[config.mk]
export PLATFORM = sky130hd
export DESIGN_NAME = flash_poll_ctrl
export DESIGN_NICKNAME = d
export VERILOG_FILES = /design/src/rtl/flash_poll_pkg.sv /design/src/rtl/fpc_verdict.sv /design/src/rtl/fpc_poll_budget.sv /design/src/rtl/flash_poll_ctrl.sv
export SDC_FILE = /design/constraint.sdc
export NUM_CORES = 1
export LEC_CHECK = 0
export ABC_AREA = 1
export BUFFER_PORTS_ARGS = -buffer_cell sky130_fd_sc_hd__buf_2
export CELL_PAD_IN_SITES_DETAIL_PLACEMENT = 0
export CELL_PAD_IN_SITES_GLOBAL_PLACEMENT = 1
export CORE_UTILIZATION = 37
export CTS_CLUSTER_SIZE = 10
export DETAILED_ROUTE_END_ITERATION = 16
export GPL_TIMING_DRIVEN = 0
export PLACE_DENSITY = 0.78
export SLEW_MARGIN = 20
export SYNTH_ARGS = -nofsm -noshare
export SYNTH_HDL_FRONTEND = slang
export SYNTH_HIERARCHICAL = 1
export SYNTH_SLANG_ARGS = --single-unit
[constraint.sdc]
create_clock -name clk -period 1.81 [get_ports clk]
set_input_delay 0.362 -clock clk [delete_from_list [all_inputs] [get_ports clk]]
set_output_delay 0.362 -clock clk [all_outputs]
set_load 0.03 [all_outputs]
[src/rtl/flash_poll_pkg.sv]
package flash_poll_pkg;
    typedef enum logic [1:0] {
        ST_IDLE = 2'd0,
        ST_READ = 2'd1,
        ST_EVAL = 2'd2
    } poll_state_e;
endpackage

[src/rtl/fpc_verdict.sv]
module fpc_verdict #(
    parameter int POLL_BIT = 7,
    parameter int TOG_BIT  = 6
) (
    input  logic toggle_mode_i,
    input  logic expect_bit_i,
    input  logic poll_bit_i,
    input  logic tog_bit_i,
    input  logic prev_tog_i,
    input  logic have_prev_i,
    output logic complete_o
);
    localparam bit BITS_DISTINCT = (POLL_BIT != TOG_BIT);

    // Toggle: settled once two reads in a row agree.
    // Data poll: settled once bit 7 shows its final value.
    always_comb begin
        if (toggle_mode_i) begin
            complete_o = BITS_DISTINCT && have_prev_i && (tog_bit_i == prev_tog_i);
        end else begin
            complete_o = (poll_bit_i == expect_bit_i);
        end
    end
endmodule

[src/rtl/fpc_poll_budget.sv]
module fpc_poll_budget #(
    parameter int CW = 16
) (
    input  logic          clk,
    input  logic          rst_n,
    input  logic          load_i,
    input  logic [CW-1:0] limit_i,
    input  logic          step_i,
    output logic          exhausted_o
);
    localparam logic [CW-1:0] ONE     = CW'(1);
    localparam logic [CW-1:0] ALL_SET = {CW{1'b1}};

    logic [CW-1:0] used_q;
    logic [CW-1:0] cap_q;

    always_ff @(posedge clk or negedge rst_n) begin
        if (!rst_n) begin
            used_q <= '0;
            cap_q  <= ONE;
        end else if (load_i) begin
            used_q <= '0;
            cap_q  <= (limit_i == '0) ? ONE : limit_i;
        end else if (step_i && (used_q != ALL_SET)) begin
            used_q <= used_q + ONE;
        end
    end

    assign exhausted_o = (used_q >= cap_q);
endmodule

[src/rtl/flash_poll_ctrl.sv]
module flash_poll_ctrl
    import flash_poll_pkg::*;
#(
    parameter int AW       = 22,
    parameter int DW       = 16,
    parameter int CW       = 16,
    parameter int POLL_BIT = 7,
    parameter int TOG_BIT  = 6
) (
    input  logic          clk,
    input  logic          rst_n,
    input  logic          start_i,
    input  logic          op_erase_i,
    input  logic          toggle_mode_i,
    input  logic [AW-1:0] tgt_addr_i,
    input  logic [DW-1:0] prog_data_i,
    input  logic [CW-1:0] poll_limit_i,
    input  logic          susp_req_i,
    output logic          rd_req_o,
    output logic [AW-1:0] rd_addr_o,
    input  logic          rd_ack_i,
    input  logic [DW-1:0] rd_data_i,
    output logic          busy_o,
    output logic          done_o,
    output logic          suspended_o,
    output logic          timeout_o
);
    poll_state_e state_q, state_d;

    logic [AW-1:0] addr_q;
    logic          erase_q;
    logic          toggle_q;
    logic          expect_q;
    logic          susp_pend_q;
    logic          poll_bit_q;
    logic          tog_bit_q;
    logic          prev_tog_q;
    logic          have_prev_q;
    logic          complete;
    logic          exhausted;
    logic          launch;
    logic          capture;

    assign launch  = (state_q == ST_IDLE) && start_i;
    assign capture = (state_q == ST_READ) && rd_ack_i;

    fpc_verdict #(
        .POLL_BIT (POLL_BIT),
        .TOG_BIT  (TOG_BIT)
    ) u_verdict (
        .toggle_mode_i (toggle_q),
        .expect_bit_i  (expect_q),
        .poll_bit_i    (poll_bit_q),
        .tog_bit_i     (tog_bit_q),
        .prev_tog_i    (prev_tog_q),
        .have_prev_i   (have_prev_q),
        .complete_o    (complete)
    );

    fpc_poll_budget #(
        .CW (CW)
    ) u_budget (
        .clk         (clk),
        .rst_n       (rst_n),
        .load_i      (launch),
        .limit_i     (poll_limit_i),
        .step_i      (capture),
        .exhausted_o (exhausted)
    );

    // Next-state logic
    always_comb begin
        state_d = state_q;
        unique case (state_q)
            ST_IDLE: if (start_i)  state_d = ST_READ;   // LAUNCH
            ST_READ: if (rd_ack_i) state_d = ST_EVAL;   // CAPTURE
            ST_EVAL: begin
                if (complete || exhausted) state_d = ST_IDLE;  // FINISH / EXPIRE
                else                       state_d = ST_READ;  // RETRY
            end
            default: state_d = ST_IDLE;
        endcase
    end

    // State register
    always_ff @(posedge clk or negedge rst_n) begin
        if (!rst_n) state_q <= ST_IDLE;
        else        state_q <= state_d;
    end

    // Run context and captured status bits
    always_ff @(posedge clk or negedge rst_n) begin
        if (!rst_n) begin
            addr_q      <= '0;
            erase_q     <= 1'b0;
            toggle_q    <= 1'b0;
            expect_q    <= 1'b0;
            susp_pend_q <= 1'b0;
            poll_bit_q  <= 1'b0;
            tog_bit_q   <= 1'b0;
            prev_tog_q  <= 1'b0;
            have_prev_q <= 1'b0;
        end else begin
            if (launch) begin
                addr_q      <= tgt_addr_i;
                erase_q     <= op_erase_i;
                toggle_q    <= toggle_mode_i;
                expect_q    <= op_erase_i ? 1'b1 : prog_data_i[POLL_BIT];
                susp_pend_q <= 1'b0;
                have_prev_q <= 1'b0;
            end else if (susp_req_i && erase_q && (state_q != ST_IDLE)) begin
                susp_pend_q <= 1'b1;
            end
            if (capture) begin
                poll_bit_q <= rd_data_i[POLL_BIT];
                tog_bit_q  <= rd_data_i[TOG_BIT];
            end
            if ((state_q == ST_EVAL) && !complete) begin
                prev_tog_q  <= tog_bit_q;
                have_prev_q <= 1'b1;
            end
        end
    end

    // Registered outputs
    always_ff @(posedge clk or negedge rst_n) begin
        if (!rst_n) begin
            busy_o      <= 1'b0;
            done_o      <= 1'b0;
            suspended_o <= 1'b0;
            timeout_o   <= 1'b0;
        end else begin
            busy_o <= (state_d != ST_IDLE);
            done_o <= (state_q == ST_EVAL) && complete && !susp_pend_q;
            if (launch) begin
                suspended_o <= 1'b0;
                timeout_o   <= 1'b0;
            end else if (state_q == ST_EVAL) begin
                if (complete && susp_pend_q)   suspended_o <= 1'b1;
                if (!complete && exhausted)    timeout_o   <= 1'b1;
            end
        end
    end

    assign rd_req_o  = (state_q == ST_READ);
    assign rd_addr_o = addr_q;
endmodule

==> impl_metrics.ini, run 1 <==
[pwr]
pwr-share-comb_pct = 40.0
share_seq_of_total_power_pct = 37.7
clkPwrFrac_pct = 22.3
internal-power_uw = 3680
p_leak_uw = 0.00238
p_sw_uw = 2500
swShare_pct = 40.5
p_per_area_nw_per_um2 = 1440
vdd.ir_drop.worst_mv = 0.627

[job]
cap_violations = 0

[clock_network]
cts.sinks = 68
cts-buffers-inserted = 9
cts_max_level = 3
root_buffer = clkbuf_8
clk_pin_slew_worst_paths_ps = 80
cts.path.max_buffers = 2
clock_insertion_delay_worst_skew_ps = 330
cts_tree = done

[timing]
fmax_ghz = 0.594
skew_ps = 9.47
timing.final.crit_period_ps = 1680
drv_slew = 0
timing.final.setup_violations = 0
hold_viol = 0
relSlewSlack_pct = 64.4
worstMarginPinSlew_ps = 531
final_min_period_over_clock_period_pct = 93.0

[synth]
seq_area_frac_synth_pct = 48.4
synth.largest_area_cell = dfrtp_1
muxShareOfSynthArea_pct = 0
syn_area_per_cell_um2 = 7.87
yosys-top-cells-area = dfrtp_1 48%, nand2_1 20%, ha_1 6.0%
synthesis.area_um2 = 3520
yosys.area.top_type_share_pct = 47.7
yosys.area_share.adder_pct = 6.05
ys.flop_type = dfrtp_1
synth_xor_area_share_pct = 0.996
synthesis.instances = 447
synth-compound-area-share_pct = 4.94
ys_ff_latch = 68
synth_cell_types = 31
async_flop_share_pct = 100
synth_warnings = 6
synth_edf_count = 0
yosys.area_share.simple_pct = 32.1
synth_top_family_by_area = simple AND/OR/NAND/NOR gates
syn-num-nets = 541

[global_routing]
grt_overflow_total = 0
grt_pass1_wl_mm = 13.2
grt_util_all_layers_pct = 17.1
grt_max_degree = 41
antenna_found_initial = 0
grt_pass1_vias = 2923

[detailed_routing]
via_count = 3025
avgRoutedWirePerCell_um = 11.4
wl_mm = 7.63
drc = 0
routed_via_density = 4.53
drtIter0Drc = 101
dr.pass1.iters = 4
final_antenna_net_count = 0

[layout]
num_antenna_cells = 0
fin_nets = 629
area_growth_pct = 22.5
seq_area_um2 = 1700
drive_gt1_share_pct = 21.7
multi_input_area_um2 = 1550
fin_cells = 668
final_cell_mix = 191 x nand2_1, 73 x buf_2, 66 x dfrtp_1, 43 x inv_1, 31 x nor2_1
final_common_cell = nand2_1
fin_util_pct = 46.6
num-fill-cells = 926

[worst_setup_path]
worst_ep_arrival_time_ps = 1900
critical_path_peak_fanout = 10
worstSetupStartpointType = register
worstSetupPathType = reg2reg
crit_required_ps = 2030
end_kind = register

[floorplanning]
fp.dieH_um = 99.5
fp.dieW_um = 99.5
core_region_area_um2 = 9240
die-area_um2 = 9900
rows = 35
start_util_pct = 38.1
top_level_ports = 104

[place]
dp_hpwl_mm = 5.69
io_buffers = 74
dpl.cell_count = 651
gp_congestion = 0.779

[run_status]
status = finished clean

[min_path]
hold_path_class = in2reg
==> metal layers <==
| metal | track usage (%) | wire length (um) |
|---|---|---|
| met4 | 6.79 | 106 |
| met3 | 3.51 | 300 |
| met5 | 0 | 0 |
| met2 | 28.1 | 3400 |
| met1 | 22.2 | 3820 |
==> cells by family (layout without fill, tap and decap cells) <==
logic type / count (synthesis) / count (layout)
flops: 68 / 68
compound gates: 33 / 33
buf+inv: 61 / 153
fa+ha+maj: 17 / 17
xor+xnor: 4 / 4
simple gates: 264 / 264
==> state kept, by name (all words and copies together) (netlist names), 2 cells and up <==
name / count
u_budget/cap_q: 16
rd_addr_o: 22
u_budget/used_q: 16
state_q: 2
==> synthesized netlist by cell type (all sizes together), types with 2 or more instances <==
| cell type | instances |
|---|---|
| nand2 | 192 |
| nor2 | 38 |
| inv | 50 |
| a21oi | 9 |
| nand3b | 2 |
| nor3 | 3 |
| clkbuf | 4 |
| dfrtp | 67 |
| buf | 6 |
| o21ai | 22 |
| ha | 17 |
| xnor2 | 3 |
| nand3 | 17 |
| nand4 | 11 |
==> metrics by stage <==
stage / total power (uW) / setup WS [ps] / hold slack [ps] / area (um2) / TNS (ps)
global route: 6700 / -5.86 / 196 / 4310 / -5.86
global placement: 4790 / 6.19 / 412 / 4050 / 0
CTS: 6260 / 108 / 200 / 4300 / 0
detailed placement: 4860 / 141 / 324 / 4070 / 0
finish: 6180 / 126 / 216 / 4310 / 0
floorplan: 4130 / 335 / 66.4 / 3520 / 0
==> path summary, 6_finish.rpt <==
kind	startpoint	end	slack, ps	cells after the start
max in group asynchronous	rst_n	u_budget/cap_q[0]	720	3
max	u_budget/used_q[0]	u_budget/used_q[6]	130	10
min	tgt_addr_i[18]	rd_addr_o[18]	220	3
min in group asynchronous	rst_n	rd_addr_o[7]	500	2
max reg2reg	u_budget/used_q[0]	u_budget/used_q[6]	130	10
min reg2reg	susp_pend_q	done_o	430	1
==> power groups by stage <==
stage	registers [uW]	clock network [uW]	logic, uW
finish	2330	1380	2470
global route	2400	1490	2810
CTS	2340	1420	2510
detailed placement	2360	0	2500
global placement	2350	0	2440
floorplan	2850	0	1280
==> worst max-delay path: stages (launching register included) <==
cell	delay [ps]
dfrtp_1	420
ha_1	220
nand2_1	140
nor2_4	80
nand2_4	90
nor2_4	50
nor2_4	250
nor2_8	60
buf_6	150
nand2_1	60
nand2_1	60
==> repair_timing <==
| item | CTS | global route |
|---|---|---|
| setup buffers | 0 | 1 |
| gates resized for setup | 0 | 2 |
| hold buffers | 1 | 0 |
| endpoints found under the hold margin | 28 | 0 |
| endpoints found under the setup margin | 0 | 6 |
==> area by class of cell <==
class,instances,area share (%)
plain buffers,10,1.66
clock buffers,11,3.28
clock inverters,4,1.71
inverters,51,4.50
multi-input cells,318,36.0
flip-flops and latches,68,39.6
well taps,129,3.75
repair buffers,77,9.53
Power figures use the tool's default switching activity.
==> run 2: changes to the inputs <==
CELL_PAD_IN_SITES_DETAIL_PLACEMENT = not set   (was 0)
CELL_PAD_IN_SITES_GLOBAL_PLACEMENT = not set   (was 1)
CORE_MARGIN = 3   (was not set)
CORE_UTILIZATION = 50   (was 37)
PLACE_DENSITY = 0.76   (was 0.78)
==> impl_metrics.ini, run 2 (synthesis results as in run 1) <==
[min_path]
hold_start = tgt_addr_i[21]
hold_path_class = in2reg

[floorplanning]
top_level_ports = 104
die-area_um2 = 8080
start_util_pct = 53.6
rows = 29
fp.dieH_um = 89.9
core_region_area_um2 = 6570
fp.dieW_um = 89.9

[timing]
skew_ps = 13.6
hold_viol = 0
worst_slack_ps = 130
rsz0062_at_grt = no
holdWs_ps = 195
final_min_period_over_clock_period_pct = 92.8
fmax_ghz = 0.595
worstMarginPinSlew_ps = 483
timing.final.setup_violations = 0
drv_slew = 0
setup_tns_ps = 0
relSlewSlack_pct = 67.7
timing.final.crit_period_ps = 1680

[pwr]
share_seq_of_total_power_pct = 37.6
vdd.ir_drop.worst_mv = 1.02
p_leak_uw = 0.00238
clkPwrFrac_pct = 22.5
swShare_pct = 41.2
p_sw_uw = 2570
p_per_area_nw_per_um2 = 1460
pwr-share-comb_pct = 39.9
internal-power_uw = 3660

[global_routing]
grt_overflow_total = 0
grt_pass1_wl_mm = 13.5
grt_pass1_vias = 3085
grt_max_degree = 38
grt_util_all_layers_pct = 20.3
antenna_found_initial = 0

[detailed_routing]
routed_via_density = 4.86
dr.pass1.iters = 4
avgRoutedWirePerCell_um = 12.0
final_antenna_net_count = 0
via_count = 3078
drc = 0
wl_mm = 7.59
drtIter0Drc = 147

[worst_setup_path]
reg2reg_from = u_budget/used_q[1]
end_kind = register
worst_ep_arrival_time_ps = 1960
worstSetupPathType = reg2reg
critical_path_peak_fanout = 10
worstSetupStartpointType = register
crit_start = u_budget/used_q[1]
crit_required_ps = 2090

[layout]
final_common_cell = nand2_1
drive_gt1_share_pct = 22.4
num_antenna_cells = 0
fin_nets = 629
fin_cells = 633
multi_input_area_um2 = 1560
final_area_um2 = 4280
num-fill-cells = 562
seq_area_um2 = 1700
final_cell_mix = 190 x nand2_1, 73 x buf_2, 66 x dfrtp_1, 43 x inv_1, 31 x nor2_1
largest_register_ffs = 22
area_growth_pct = 21.6

[clock_network]
clk_pin_slew_worst_paths_ps = 80
cts-buffers-inserted = 9
cts_max_level = 3
cts.path.max_buffers = 2
root_buffer = clkbuf_8
cts_tree = done
clock_insertion_delay_worst_skew_ps = 350
cts.sinks = 68

[place]
gp_congestion = 0.856
place_area_um2 = 4030
dp_hpwl_mm = 5.66
dpl.cell_count = 615
post-place-ws_ps = 146
io_buffers = 74

[run_status]
status = finished clean

[job]
cap_violations = 0
==> run 2: cell types whose count changed in the layout (fill, tap and decap cells not counted) <==
| cell | before | now |
|---|---|---|
| ha_1 | 17 | 16 |
| nand2_2 | 0 | 1 |
| clkbuf_8 | 10 | 9 |
| nand2_1 | 191 | 190 |
| clkbuf_1 | 5 | 4 |
| ha_2 | 0 | 1 |
| inv_6 | 0 | 2 |
| clkinvlp_4 | 0 | 1 |
==> run 2: final timing paths <==
path | end | slack (ps) | cells past startpoint
max in group asynchronous | u_budget/cap_q[0] | 730 | 3
worst min-delay path | rd_addr_o[21] | 200 | 3
worst min register to register | done_o | 420 | 1
worst max register to register | u_budget/used_q[8] | 130 | 10
worst max-delay path | u_budget/used_q[8] | 130 | 10
min in group asynchronous | susp_pend_q | 490 | 2
==> run 2: what timing repair did <==
item / in CTS / in global routing
hold endpoints to repair: 31 / 0
hold buffers: 1 / 0
endpoints found under the setup margin: 0 / 5
gates resized for setup: 0 / 4
setup buffers: 0 / 1
==> run 2: through the flow <==
step / total power (uW) / utilization [%]
final: 6240 / 65.1
after global routing: 6740 / 65.1
after CTS: 6290 / 64.9
after detailed placement: 4870 / 61.3
after global placement: 4760 / 61.0
after floorplan: 4130 / -
==> run 2: area by class of cell <==
| cell class | instances | area share [%] |
|---|---|---|
| Timing Repair Buffer | 77 | 9.60 |
| Clock buffer | 9 | 2.90 |
| Tap cell | 93 | 2.72 |
| Buffer | 10 | 1.67 |
| Clock inverter | 7 | 2.31 |
| Multi-Input combinational cell | 318 | 36.4 |
| Inverter | 51 | 4.54 |
| Sequential cell | 68 | 39.9 |
==> run 2: worst max-delay path, cell delays in order, from the launching register on <==
cell and delay, ps:
dfrtp_1 430, ha_2 220, nand2_2 80, nor2_4 190
nand2_4 80, nor2_4 150, nor2_4 90, nor2_8 110
buf_6 150, nand2_1 60, nand2_1 60
==> run 2: power groups by stage <==
stage	Sequential (uW)	Combinational (uW)	Clock (uW)
2_1_floorplan	2850	1280	0
4_1_cts	2340	2510	1440
3_3_place_gp	2350	2410	0
3_5_place_dp	2370	2500	0
5_1_grt	2420	2830	1490
6_report	2350	2490	1400
==> run 2: metal layers <==
| layer | GRT usage [%] | vias to the layer above | share of wire (%) |
|---|---|---|---|
| met2 | 34.2 | 82 | 47 |
| li1 | - | 1569 | - |
| met4 | 8.29 | 0 | 0.92 |
| met1 | 25.6 | 1421 | 46 |
| met5 | 0 | - | 0 |
| met3 | 4.42 | 6 | 5.2 |
